$ cat src/rtl/sdr_bringup_pkg.sv
package sdr_bringup_pkg;

    // Sequencer steps; each state maps to exactly one command on the bus
    typedef enum logic [3:0] {
        ST_HOLD,
        ST_PWAIT,
        ST_PRE,
        ST_TRP,
        ST_REF1,
        ST_RFC1,
        ST_REF2,
        ST_RFC2,
        ST_MRS,
        ST_TMRD,
        ST_DONE
    } seq_state_e;

    typedef enum logic [2:0] {
        CMD_INHIBIT,
        CMD_NOP,
        CMD_PRECHARGE,
        CMD_REFRESH,
        CMD_LOAD_MODE
    } cmd_kind_e;

    typedef struct packed {
        logic cs_n;
        logic ras_n;
        logic cas_n;
        logic we_n;
    } cmd_pins_t;

    // Address bit that selects all banks on precharge
    localparam int unsigned ALL_BANK_BIT = 10;
    // Mode bits that are passed through; higher bits are forced low
    localparam int unsigned MODE_BITS    = 10;

    function automatic int unsigned ns_to_cycles(input int unsigned ns,
                                                 input int unsigned period_ps);
        return (ns * 1000 + period_ps - 1) / period_ps;
    endfunction

    function automatic int unsigned floor_at(input int unsigned v,
                                             input int unsigned lo);
        return (v < lo) ? lo : v;
    endfunction

endpackage

$ cat src/rtl/sdr_wait_timer.sv
module sdr_wait_timer #(
    parameter int unsigned CNT_W = 16
) (
    input  logic             clk,
    input  logic             rst_n,
    input  logic             clr,
    input  logic             load,
    input  logic [CNT_W-1:0] load_val,
    output logic             expired
);

    logic [CNT_W-1:0] cnt_d;
    logic [CNT_W-1:0] cnt_q;

    always_comb begin
        cnt_d = cnt_q;
        if (clr) begin
            cnt_d = '0;
        end else if (load) begin
            cnt_d = load_val;
        end else if (cnt_q != '0) begin
            cnt_d = cnt_q - 1'b1;
        end
    end

    always_ff @(posedge clk or negedge rst_n) begin
        if (!rst_n) begin
            cnt_q <= '0;
        end else begin
            cnt_q <= cnt_d;
        end
    end

    assign expired = (cnt_q == '0);

endmodule

$ cat src/rtl/sdr_cmd_encode.sv
module sdr_cmd_encode
    import sdr_bringup_pkg::*;
#(
    parameter int unsigned ROW_W  = 13,
    parameter int unsigned BANK_W = 2
) (
    input  cmd_kind_e         kind,
    input  logic [ROW_W-1:0]  mode_word,
    output cmd_pins_t         pins,
    output logic [ROW_W-1:0]  addr,
    output logic [BANK_W-1:0] ba
);

    always_comb begin
        unique case (kind)
            CMD_NOP:       pins = '{cs_n: 1'b0, ras_n: 1'b1, cas_n: 1'b1, we_n: 1'b1};
            CMD_PRECHARGE: pins = '{cs_n: 1'b0, ras_n: 1'b0, cas_n: 1'b1, we_n: 1'b0};
            CMD_REFRESH:   pins = '{cs_n: 1'b0, ras_n: 1'b0, cas_n: 1'b0, we_n: 1'b1};
            CMD_LOAD_MODE: pins = '{cs_n: 1'b0, ras_n: 1'b0, cas_n: 1'b0, we_n: 1'b0};
            default:       pins = '{cs_n: 1'b1, ras_n: 1'b1, cas_n: 1'b1, we_n: 1'b1};
        endcase
    end

    // Per-bit address selection: mode bits pass through below MODE_BITS,
    // the all-bank bit is raised on precharge, everything else is low.
    for (genvar i = 0; i < ROW_W; i++) begin : g_addr
        if (i < MODE_BITS && i == ALL_BANK_BIT) begin : g_both
            assign addr[i] = (kind == CMD_LOAD_MODE) ? mode_word[i]
                           : (kind == CMD_PRECHARGE);
        end else if (i < MODE_BITS) begin : g_mode
            assign addr[i] = (kind == CMD_LOAD_MODE) & mode_word[i];
        end else if (i == ALL_BANK_BIT) begin : g_ap
            assign addr[i] = (kind == CMD_PRECHARGE);
        end else begin : g_low
            assign addr[i] = 1'b0;
        end
    end

    assign ba = '0;

endmodule

$ cat src/rtl/sdr_bringup_seq.sv
module sdr_bringup_seq
    import sdr_bringup_pkg::*;
#(
    parameter int unsigned CLK_PERIOD_PS = 5000,
    parameter int unsigned PWRUP_NS      = 100000,
    parameter int unsigned TRP_NS        = 20,
    parameter int unsigned TRFC_NS       = 66,
    parameter int unsigned TMRD_CYC      = 2,
    parameter int unsigned ROW_W         = 13,
    parameter int unsigned BANK_W        = 2
) (
    input  logic              clk,
    input  logic              rst_n,
    input  logic              clk_stable,
    input  logic [ROW_W-1:0]  mode_word,
    output logic              sd_cs_n,
    output logic              sd_ras_n,
    output logic              sd_cas_n,
    output logic              sd_we_n,
    output logic [BANK_W-1:0] sd_ba,
    output logic [ROW_W-1:0]  sd_addr,
    output logic              init_done
);

    localparam int unsigned PWRUP_CYC = floor_at(ns_to_cycles(PWRUP_NS, CLK_PERIOD_PS), 1);
    localparam int unsigned TRP_CYC   = floor_at(ns_to_cycles(TRP_NS, CLK_PERIOD_PS), 2);
    localparam int unsigned TRFC_CYC  = floor_at(ns_to_cycles(TRFC_NS, CLK_PERIOD_PS), 2);
    localparam int unsigned TMRD_C    = floor_at(TMRD_CYC, 1);
    localparam int unsigned MAX_A     = (PWRUP_CYC > TRFC_CYC) ? PWRUP_CYC : TRFC_CYC;
    localparam int unsigned MAX_WAIT  = (MAX_A > TRP_CYC) ? ((MAX_A > TMRD_C) ? MAX_A : TMRD_C)
                                                          : ((TRP_CYC > TMRD_C) ? TRP_CYC : TMRD_C);
    localparam int unsigned CNT_W     = $clog2(MAX_WAIT + 1);

    localparam logic [CNT_W-1:0] LD_PWRUP = CNT_W'(PWRUP_CYC - 1);
    localparam logic [CNT_W-1:0] LD_TRP   = CNT_W'(TRP_CYC - 2);
    localparam logic [CNT_W-1:0] LD_TRFC  = CNT_W'(TRFC_CYC - 2);
    localparam logic [CNT_W-1:0] LD_TMRD  = CNT_W'(TMRD_C - 1);

    typedef struct packed {
        seq_state_e        state;
        cmd_pins_t         pins;
        logic [ROW_W-1:0]  addr;
        logic [BANK_W-1:0] ba;
        logic              done;
    } seq_regs_t;

    seq_regs_t seq_d;
    seq_regs_t seq_q;

    logic             tmr_clr;
    logic             tmr_load;
    logic [CNT_W-1:0] tmr_val;
    logic             tmr_expired;
    cmd_kind_e        kind_d;
    cmd_pins_t        pins_d;
    logic [ROW_W-1:0] addr_d;
    logic [BANK_W-1:0] ba_d;

    sdr_wait_timer #(
        .CNT_W (CNT_W)
    ) u_timer (
        .clk      (clk),
        .rst_n    (rst_n),
        .clr      (tmr_clr),
        .load     (tmr_load),
        .load_val (tmr_val),
        .expired  (tmr_expired)
    );

    sdr_cmd_encode #(
        .ROW_W  (ROW_W),
        .BANK_W (BANK_W)
    ) u_encode (
        .kind      (kind_d),
        .mode_word (mode_word),
        .pins      (pins_d),
        .addr      (addr_d),
        .ba        (ba_d)
    );

    function automatic cmd_kind_e kind_of(input seq_state_e st);
        unique case (st)
            ST_HOLD:         return CMD_INHIBIT;
            ST_PRE:          return CMD_PRECHARGE;
            ST_REF1, ST_REF2: return CMD_REFRESH;
            ST_MRS:          return CMD_LOAD_MODE;
            default:         return CMD_NOP;
        endcase
    endfunction

    always_comb begin
        seq_d    = seq_q;
        tmr_load = 1'b0;
        tmr_val  = '0;
        tmr_clr  = 1'b0;

        unique case (seq_q.state)
            ST_HOLD: begin
                seq_d.state = ST_PWAIT;
                tmr_load    = 1'b1;
                tmr_val     = LD_PWRUP;
            end
            ST_PWAIT: begin
                if (tmr_expired) seq_d.state = ST_PRE;
            end
            ST_PRE: begin
                seq_d.state = ST_TRP;
                tmr_load    = 1'b1;
                tmr_val     = LD_TRP;
            end
            ST_TRP: begin
                if (tmr_expired) seq_d.state = ST_REF1;
            end
            ST_REF1: begin
                seq_d.state = ST_RFC1;
                tmr_load    = 1'b1;
                tmr_val     = LD_TRFC;
            end
            ST_RFC1: begin
                if (tmr_expired) seq_d.state = ST_REF2;
            end
            ST_REF2: begin
                seq_d.state = ST_RFC2;
                tmr_load    = 1'b1;
                tmr_val     = LD_TRFC;
            end
            ST_RFC2: begin
                if (tmr_expired) seq_d.state = ST_MRS;
            end
            ST_MRS: begin
                seq_d.state = ST_TMRD;
                tmr_load    = 1'b1;
                tmr_val     = LD_TMRD;
            end
            ST_TMRD: begin
                if (tmr_expired) seq_d.state = ST_DONE;
            end
            ST_DONE: begin
                seq_d.state = ST_DONE;
            end
            default: begin
                seq_d.state = ST_HOLD;
            end
        endcase

        // Loss of clock stability overrides any forward step
        if (!clk_stable) begin
            seq_d.state = ST_HOLD;
            tmr_load    = 1'b0;
            tmr_clr     = 1'b1;
        end

        kind_d     = kind_of(seq_d.state);
        seq_d.pins = pins_d;
        seq_d.addr = addr_d;
        seq_d.ba   = ba_d;
        seq_d.done = (seq_d.state == ST_DONE);
    end

    always_ff @(posedge clk or negedge rst_n) begin
        if (!rst_n) begin
            seq_q.state <= ST_HOLD;
            seq_q.pins  <= '{cs_n: 1'b1, ras_n: 1'b1, cas_n: 1'b1, we_n: 1'b1};
            seq_q.addr  <= '0;
            seq_q.ba    <= '0;
            seq_q.done  <= 1'b0;
        end else begin
            seq_q <= seq_d;
        end
    end

    assign sd_cs_n   = seq_q.pins.cs_n;
    assign sd_ras_n  = seq_q.pins.ras_n;
    assign sd_cas_n  = seq_q.pins.cas_n;
    assign sd_we_n   = seq_q.pins.we_n;
    assign sd_addr   = seq_q.addr;
    assign sd_ba     = seq_q.ba;
    assign init_done = seq_q.done;

endmodule

$ cat config.mk
export PLATFORM = sky130hd
export DESIGN_NAME = sdr_bringup_seq
export DESIGN_NICKNAME = d
export VERILOG_FILES = /design/src/rtl/sdr_bringup_pkg.sv /design/src/rtl/sdr_wait_timer.sv /design/src/rtl/sdr_cmd_encode.sv /design/src/rtl/sdr_bringup_seq.sv
export SDC_FILE = /design/constraint.sdc
export NUM_CORES = 1
export LEC_CHECK = 0
export BUFFER_PORTS_ARGS = -buffer_cell sky130_fd_sc_hd__clkbuf_2
export CAP_MARGIN = 25
export CORE_MARGIN = 2
export CORE_UTILIZATION = 35
export CTS_CLUSTER_SIZE = 28
export DETAILED_ROUTE_END_ITERATION = 8
export GPL_ROUTABILITY_DRIVEN = 0
export SYNTH_ARGS = -nofsm -noshare
export SYNTH_HDL_FRONTEND = slang
export SYNTH_SLANG_ARGS = --single-unit
$ cat constraint.sdc
create_clock -name clk -period 2.4 [get_ports clk]
set_input_delay 0.12 -clock clk [delete_from_list [all_inputs] [get_ports clk]]
set_output_delay 0.12 -clock clk [all_outputs]
set_load 0.01 [all_outputs]
======== After elaboration in Yosys (flattened, before gate mapping) ========
Cells that the tools add are included.
cells by class
  $add $sub $neg .......................... 1
  bitwise gates (word level) .............. 10
  eq/ne operators ......................... 20
  reductions and logical operators ........ 7
  multiplexer cells ....................... 15
operators by type and width
  operator                                             count
  case mux 15 bit (4 select lines)                     1
  2-to-1 mux 15 bit                                    3
  case mux 4 bit (11 select lines)                     1
  equality test 4 x 3 -> 1 bit, second input constant  6
  2-to-1 mux 4 bit                                     6
  equality test 4 bit, second input constant           5
  case mux 4 bit (4 select lines)                      1
  zero test 15 bit                                     1
  nonzero test 15 bit                                  1
  subtractor 15 x 1 -> 15 bit, second input constant   1
  equality test 4 x 2 -> 1 bit, second input constant  3
  case mux 3 bit (4 select lines)                      1
  AND 1 bit                                            10
  zero test 4 bit                                      2
  equality test 3 x 2 -> 1 bit, second input constant  2
  OR reduction 5 bit                                   1
  equality test 4 x 1 -> 1 bit, second input constant  1
  OR reduction 2 bit                                   2
  equality test 3 x 1 -> 1 bit, second input constant  1
  equality test 3 bit, second input constant           1
  != test 3 x 1 -> 1 bit, second input constant        1
  2-to-1 mux 1 bit                                     2
storage, ports and cells
  bits in registers ....................... 35
  input port bits ......................... 16
  output and inout bits ................... 20

======== Depth between registers and ports, before layout ========
  depth after elaboration ................. 9
  gate-level depth with buffers ........... 7
  gate-level depth less buffers ........... 6

======== Modules after synthesis ========
A second synthesis with hierarchy kept.
unflattened totals
  cells, all modules ...................... 207
  area, all modules ....................... 2064.5 µm²
modules (own cells, without submodules)
  module           times used  seq. area each (µm²)  cells an instance  area an instance (µm²)
  sdr_bringup_seq  1           605.6                 78                 958.4
  sdr_wait_timer   1           375.4                 104                940.9
  sdr_cmd_encode   1           0.0                   25                 165.2

======== Worst setup path after synthesis ========
Ideal clock, no wire load.
  path kind ............................... flip-flop to flip-flop
  start point ............................. register u_timer.cnt_q[0]
  end point ............................... register seq_q[22] (netlist name)
  buffers on the path ..................... 0
  arrival time ............................ 1.752 ns
  cell stages (with the launch flop) ...... 7
  setup slack ............................. 0.571 ns
  cell sequence ........................... dfrtp_1 inv_1 ha_1 nor4b_1 nand4_2 or3_1 a21oi_1
RTL lines
  element                 RTL line                text
  start, declared         sdr_wait_timer.sv:13    logic [CNT_W-1:0] cnt_q;
  start signal, assigned  sdr_wait_timer.sv:30    cnt_q <= cnt_d;
  end signal, assigned    sdr_bringup_seq.sv:168  seq_q <= seq_d;
  end, declared           sdr_bringup_seq.sv:48   seq_regs_t seq_q;

======== Worst setup path in the final report ========
  start point ............................. register u_timer.cnt_q[0]
  end point ............................... register u_timer.cnt_q[0]
between the ends
  longest elaborated chain between the ends .. 4
RTL lines
  element                      RTL line              text
  subtractor 15 x 1 -> 15 bit  sdr_wait_timer.sv:22  cnt_d = cnt_q - 1'b1;
  2-to-1 mux 15 bit            sdr_wait_timer.sv:21  end else if (cnt_q != '0) begin
  2-to-1 mux 15 bit            sdr_wait_timer.sv:19  end else if (load) begin
  2-to-1 mux 15 bit            sdr_wait_timer.sv:17  if (clr) begin
Parallel ways exist; a longest one is shown, timed or not. The select of a mux whose other input is x is not followed.
A chain may end at the register's enable or synchronous reset.

==> flow_summary.yaml <==
status:
  status: "completed"
clock_network:
  clkTransAtPathRegs_ps: 70
  insertion_delay_ps: 290
  clk_path_buf_depth: 2
  cts_tree: "done"
  post_cts_buffers: 0
  cts.sinks: 35
  root_buffer: "clkbuf_8"
  ctsHtreeMaxLevel: 2
  cts_made_buffers: 5
setup_path:
  rr_endpoint: "u_timer.cnt_q[0]$_DFFE_PN0P_"
  reg2reg_depth: 6
  crit_type: "reg2reg"
  worstPathMaxFanout: 11
  cp.required_ps: 2610
  cp.arrival_ps: 2140
  cp-start-kind: "flip-flop"
  crit_path_end_kind: "flip-flop"
  rr_startpoint: "u_timer.cnt_q[0]$_DFFE_PN0P_"
  r2r_setup_slack_ps: 460
global_route:
  grt_pass1_vias: 1309
  grt_pass1_wl_um: 6290
  grt_util_all_layers: 0.139
  antenna_found_initial: 0
  grt_max_degree: 36
  globalRouteOverflowTotal: 0
synthesis:
  ys_warn_count: 0
  seq_area_frac_synth: 0.486
  ys_seq_elements: 35
  avgSynthCellArea_sq_um: 9.91
  ys_top_cells_by_area: "dfrtp_1, buf_4, dfstp_2"
  synth-edff-count: 0
  synthDistinctLibCells: 43
  async_reset_ff_frac: 1.00
  syn_area_sq_um: 1810
  synth_top_area_share: 0.428
  yosys_most_used_dff: "dfrtp_1"
  synth_cells: 183
  yosysTopAreaCell: "dfrtp_1"
routing:
  drt_iter0_drc: 70
  vias_per_cell: 4.87
  wl_per_cell_um: 13.3
  drtPass1Iterations: 4
  via_count: 1338
  drc: 0
  postRouteAntennaNets: 0
  wirelength_um: 3650
timing:
  period_needed_ps: 1940
  period_share: 0.807
  rsz0062_at_grt: "false"
  final.setup.tns_ps: 0
  worst_slew_pin_slew_ps: 879
  setup_violations: 0
  slew_violations: 0
  finalClockSkew_ps: 6.40
  slew_headroom: 0.414
  hold_violations: 0
  fmax_mhz: 516
floorplan:
  design.die.area_sq_um: 5780
  initial_core_util: 0.360
  num_io_pins: 36
  core_area_sq_um: 5040
  fp-row-count: 26
  die_w_um: 76.0
  die_h_um: 76.0
worst_hold_path:
  worst_hold_path.endpoint: "sd_addr[1]$_DFF_PN0_"
  min_from: "mode_word[1]"
  worstHoldPathCells: 2
  hold_path.class: "in2reg"
layout:
  drive_gt1_frac: 0.259
  area_growth_pct: 13.4
  diodes: 0
  final_common_cell: "dfrtp_1"
  fin_nets: 221
  final_cell_mix: "dfrtp_1, clkbuf_2, a21oi_1"
  fin_util: 0.408
power_and_ir_drop:
  ir_drop_v: 0.000269
  p_leak_nw: 0.943
  powerDensity_nw_per_um2: 730
job:
  cap_violations: 0
placed_design:
  portBuffers: 28
  place_hpwl_um: 2490
## what timing repair did
| action | 4_1_cts | 5_1_grt |
|---|---|---|
| hold buffers | 1 | 0 |
| endpoints found under the hold margin | 31 | 0 |
| resized for setup | 0 | 0 |
## worst max-delay path, stage by stage, from the launching register on
cell,delay (ps)
dfrtp_1,410
inv_1,80
ha_1,160
nor4b_1,370
and4_1,500
or3_1,160
nor3b_1,170
## cell usage after synthesis, types with 2 or more instances
cell type  instances
o21ai_1            4
nor4_1             2
dfstp_2            4
clkbuf_1           3
nand2_1            9
nor3_1             9
nor2_1            10
o31ai_1            2
or3_1              3
a21oi_1           12
a2111oi_0          2
inv_1              4
o21ai_0            8
xor2_1             5
xnor2_1            2
or4_1              3
nor4b_1            2
buf_4             18
nor4_2             2
nand4b_1           2
nor3b_1            3
and3_1             4
nand2b_1           3
dfrtp_1           31
and2_1            10
nand4_1            2
nand4_2            2
nand3_1            7
## worst max-delay path by stage
stage,from,end,depth (start not counted)
finish,u_timer.cnt_q[0]$_DFFE_PN0P_,u_timer.cnt_q[0]$_DFFE_PN0P_,6
global route,u_timer.cnt_q[0]$_DFFE_PN0P_,seq_q[21]$_DFF_PN0_,6
CTS,u_timer.cnt_q[0]$_DFFE_PN0P_,u_timer.cnt_q[0]$_DFFE_PN0P_,6
detailed placement,u_timer.cnt_q[0]$_DFFE_PN0P_,u_timer.cnt_q[0]$_DFFE_PN0P_,6
global placement,u_timer.cnt_q[0]$_DFFE_PN0P_,u_timer.cnt_q[0]$_DFFE_PN0P_,6
floorplan,u_timer.cnt_q[0]$_DFFE_PN0P_,seq_q[22]$_DFF_PN0_,6
## area by class of cell
class | count | area (sq um)
Fill cell | 518 | 2980
Sequential cell | 35 | 881
Multi-Input combinational cell | 123 | 771
Timing Repair Buffer | 34 | 188
Tap cell | 70 | 87.6
Clock buffer | 5 | 68.8
Clock inverter | 3 | 43.8
Inverter | 5 | 18.8
## per-layer routing
metal  wire length, um  vias up  global-route usage
li1                  -      674                   -
met1              1720      630               0.174
met2              1720       28               0.221
met3               122        6              0.0367
met4                82        0              0.0709
met5                 0        -                   0
## power breakdown
| group | total, mW | leakage, nW | switching, mW | internal, mW |
|---|---|---|---|---|
| Combinational | 0.289 | 0.423 | 0.168 | 0.121 |
| Sequential | 0.677 | 0.462 | 0.0490 | 0.628 |
| Clock | 0.537 | 0.0581 | 0.228 | 0.309 |
| Total | 1.50 | 0.943 | 0.446 | 1.06 |
## through the flow
stage / cell area, sq um / power (mW) / worst slack, ps / hold slack, ps / instances
floorplan: 1830 / 0.894 / 571 / -176 / 186
global placement: 1940 / 0.969 / 515 / 291 / 266
detailed placement: 1940 / 0.973 / 473 / 293 / 266
CTS: 2060 / 1.52 / 449 / 17.2 / 275
global route: 2060 / 1.59 / 280 / 26.4 / 275
finish: 2060 / 1.50 / 463 / 24.5 / 275
## state kept, by name (all words and copies together), names as in the netlist
name	flops
sd_ras_n	1
sd_we_n	1
sd_addr	11
sd_cs_n	1
seq_q	4
sd_cas_n	1
u_timer.cnt_q	15
init_done	1
## kinds of logic (layout without fill, tap and decap cells)
logic type,Yosys count,in the layout,synth area share
AND/OR/NAND/NOR,78,78,0.267
XOR/XNOR,7,7,0.0338
AO/OA/AOI/OAI,33,33,0.109
buffers and inverters,28,47,0.0959
flip-flops,35,35,0.486
other,1,4,0.00207
adder cells (fa/ha/maj),1,1,0.00690
(Power assumes the default switching activity.)
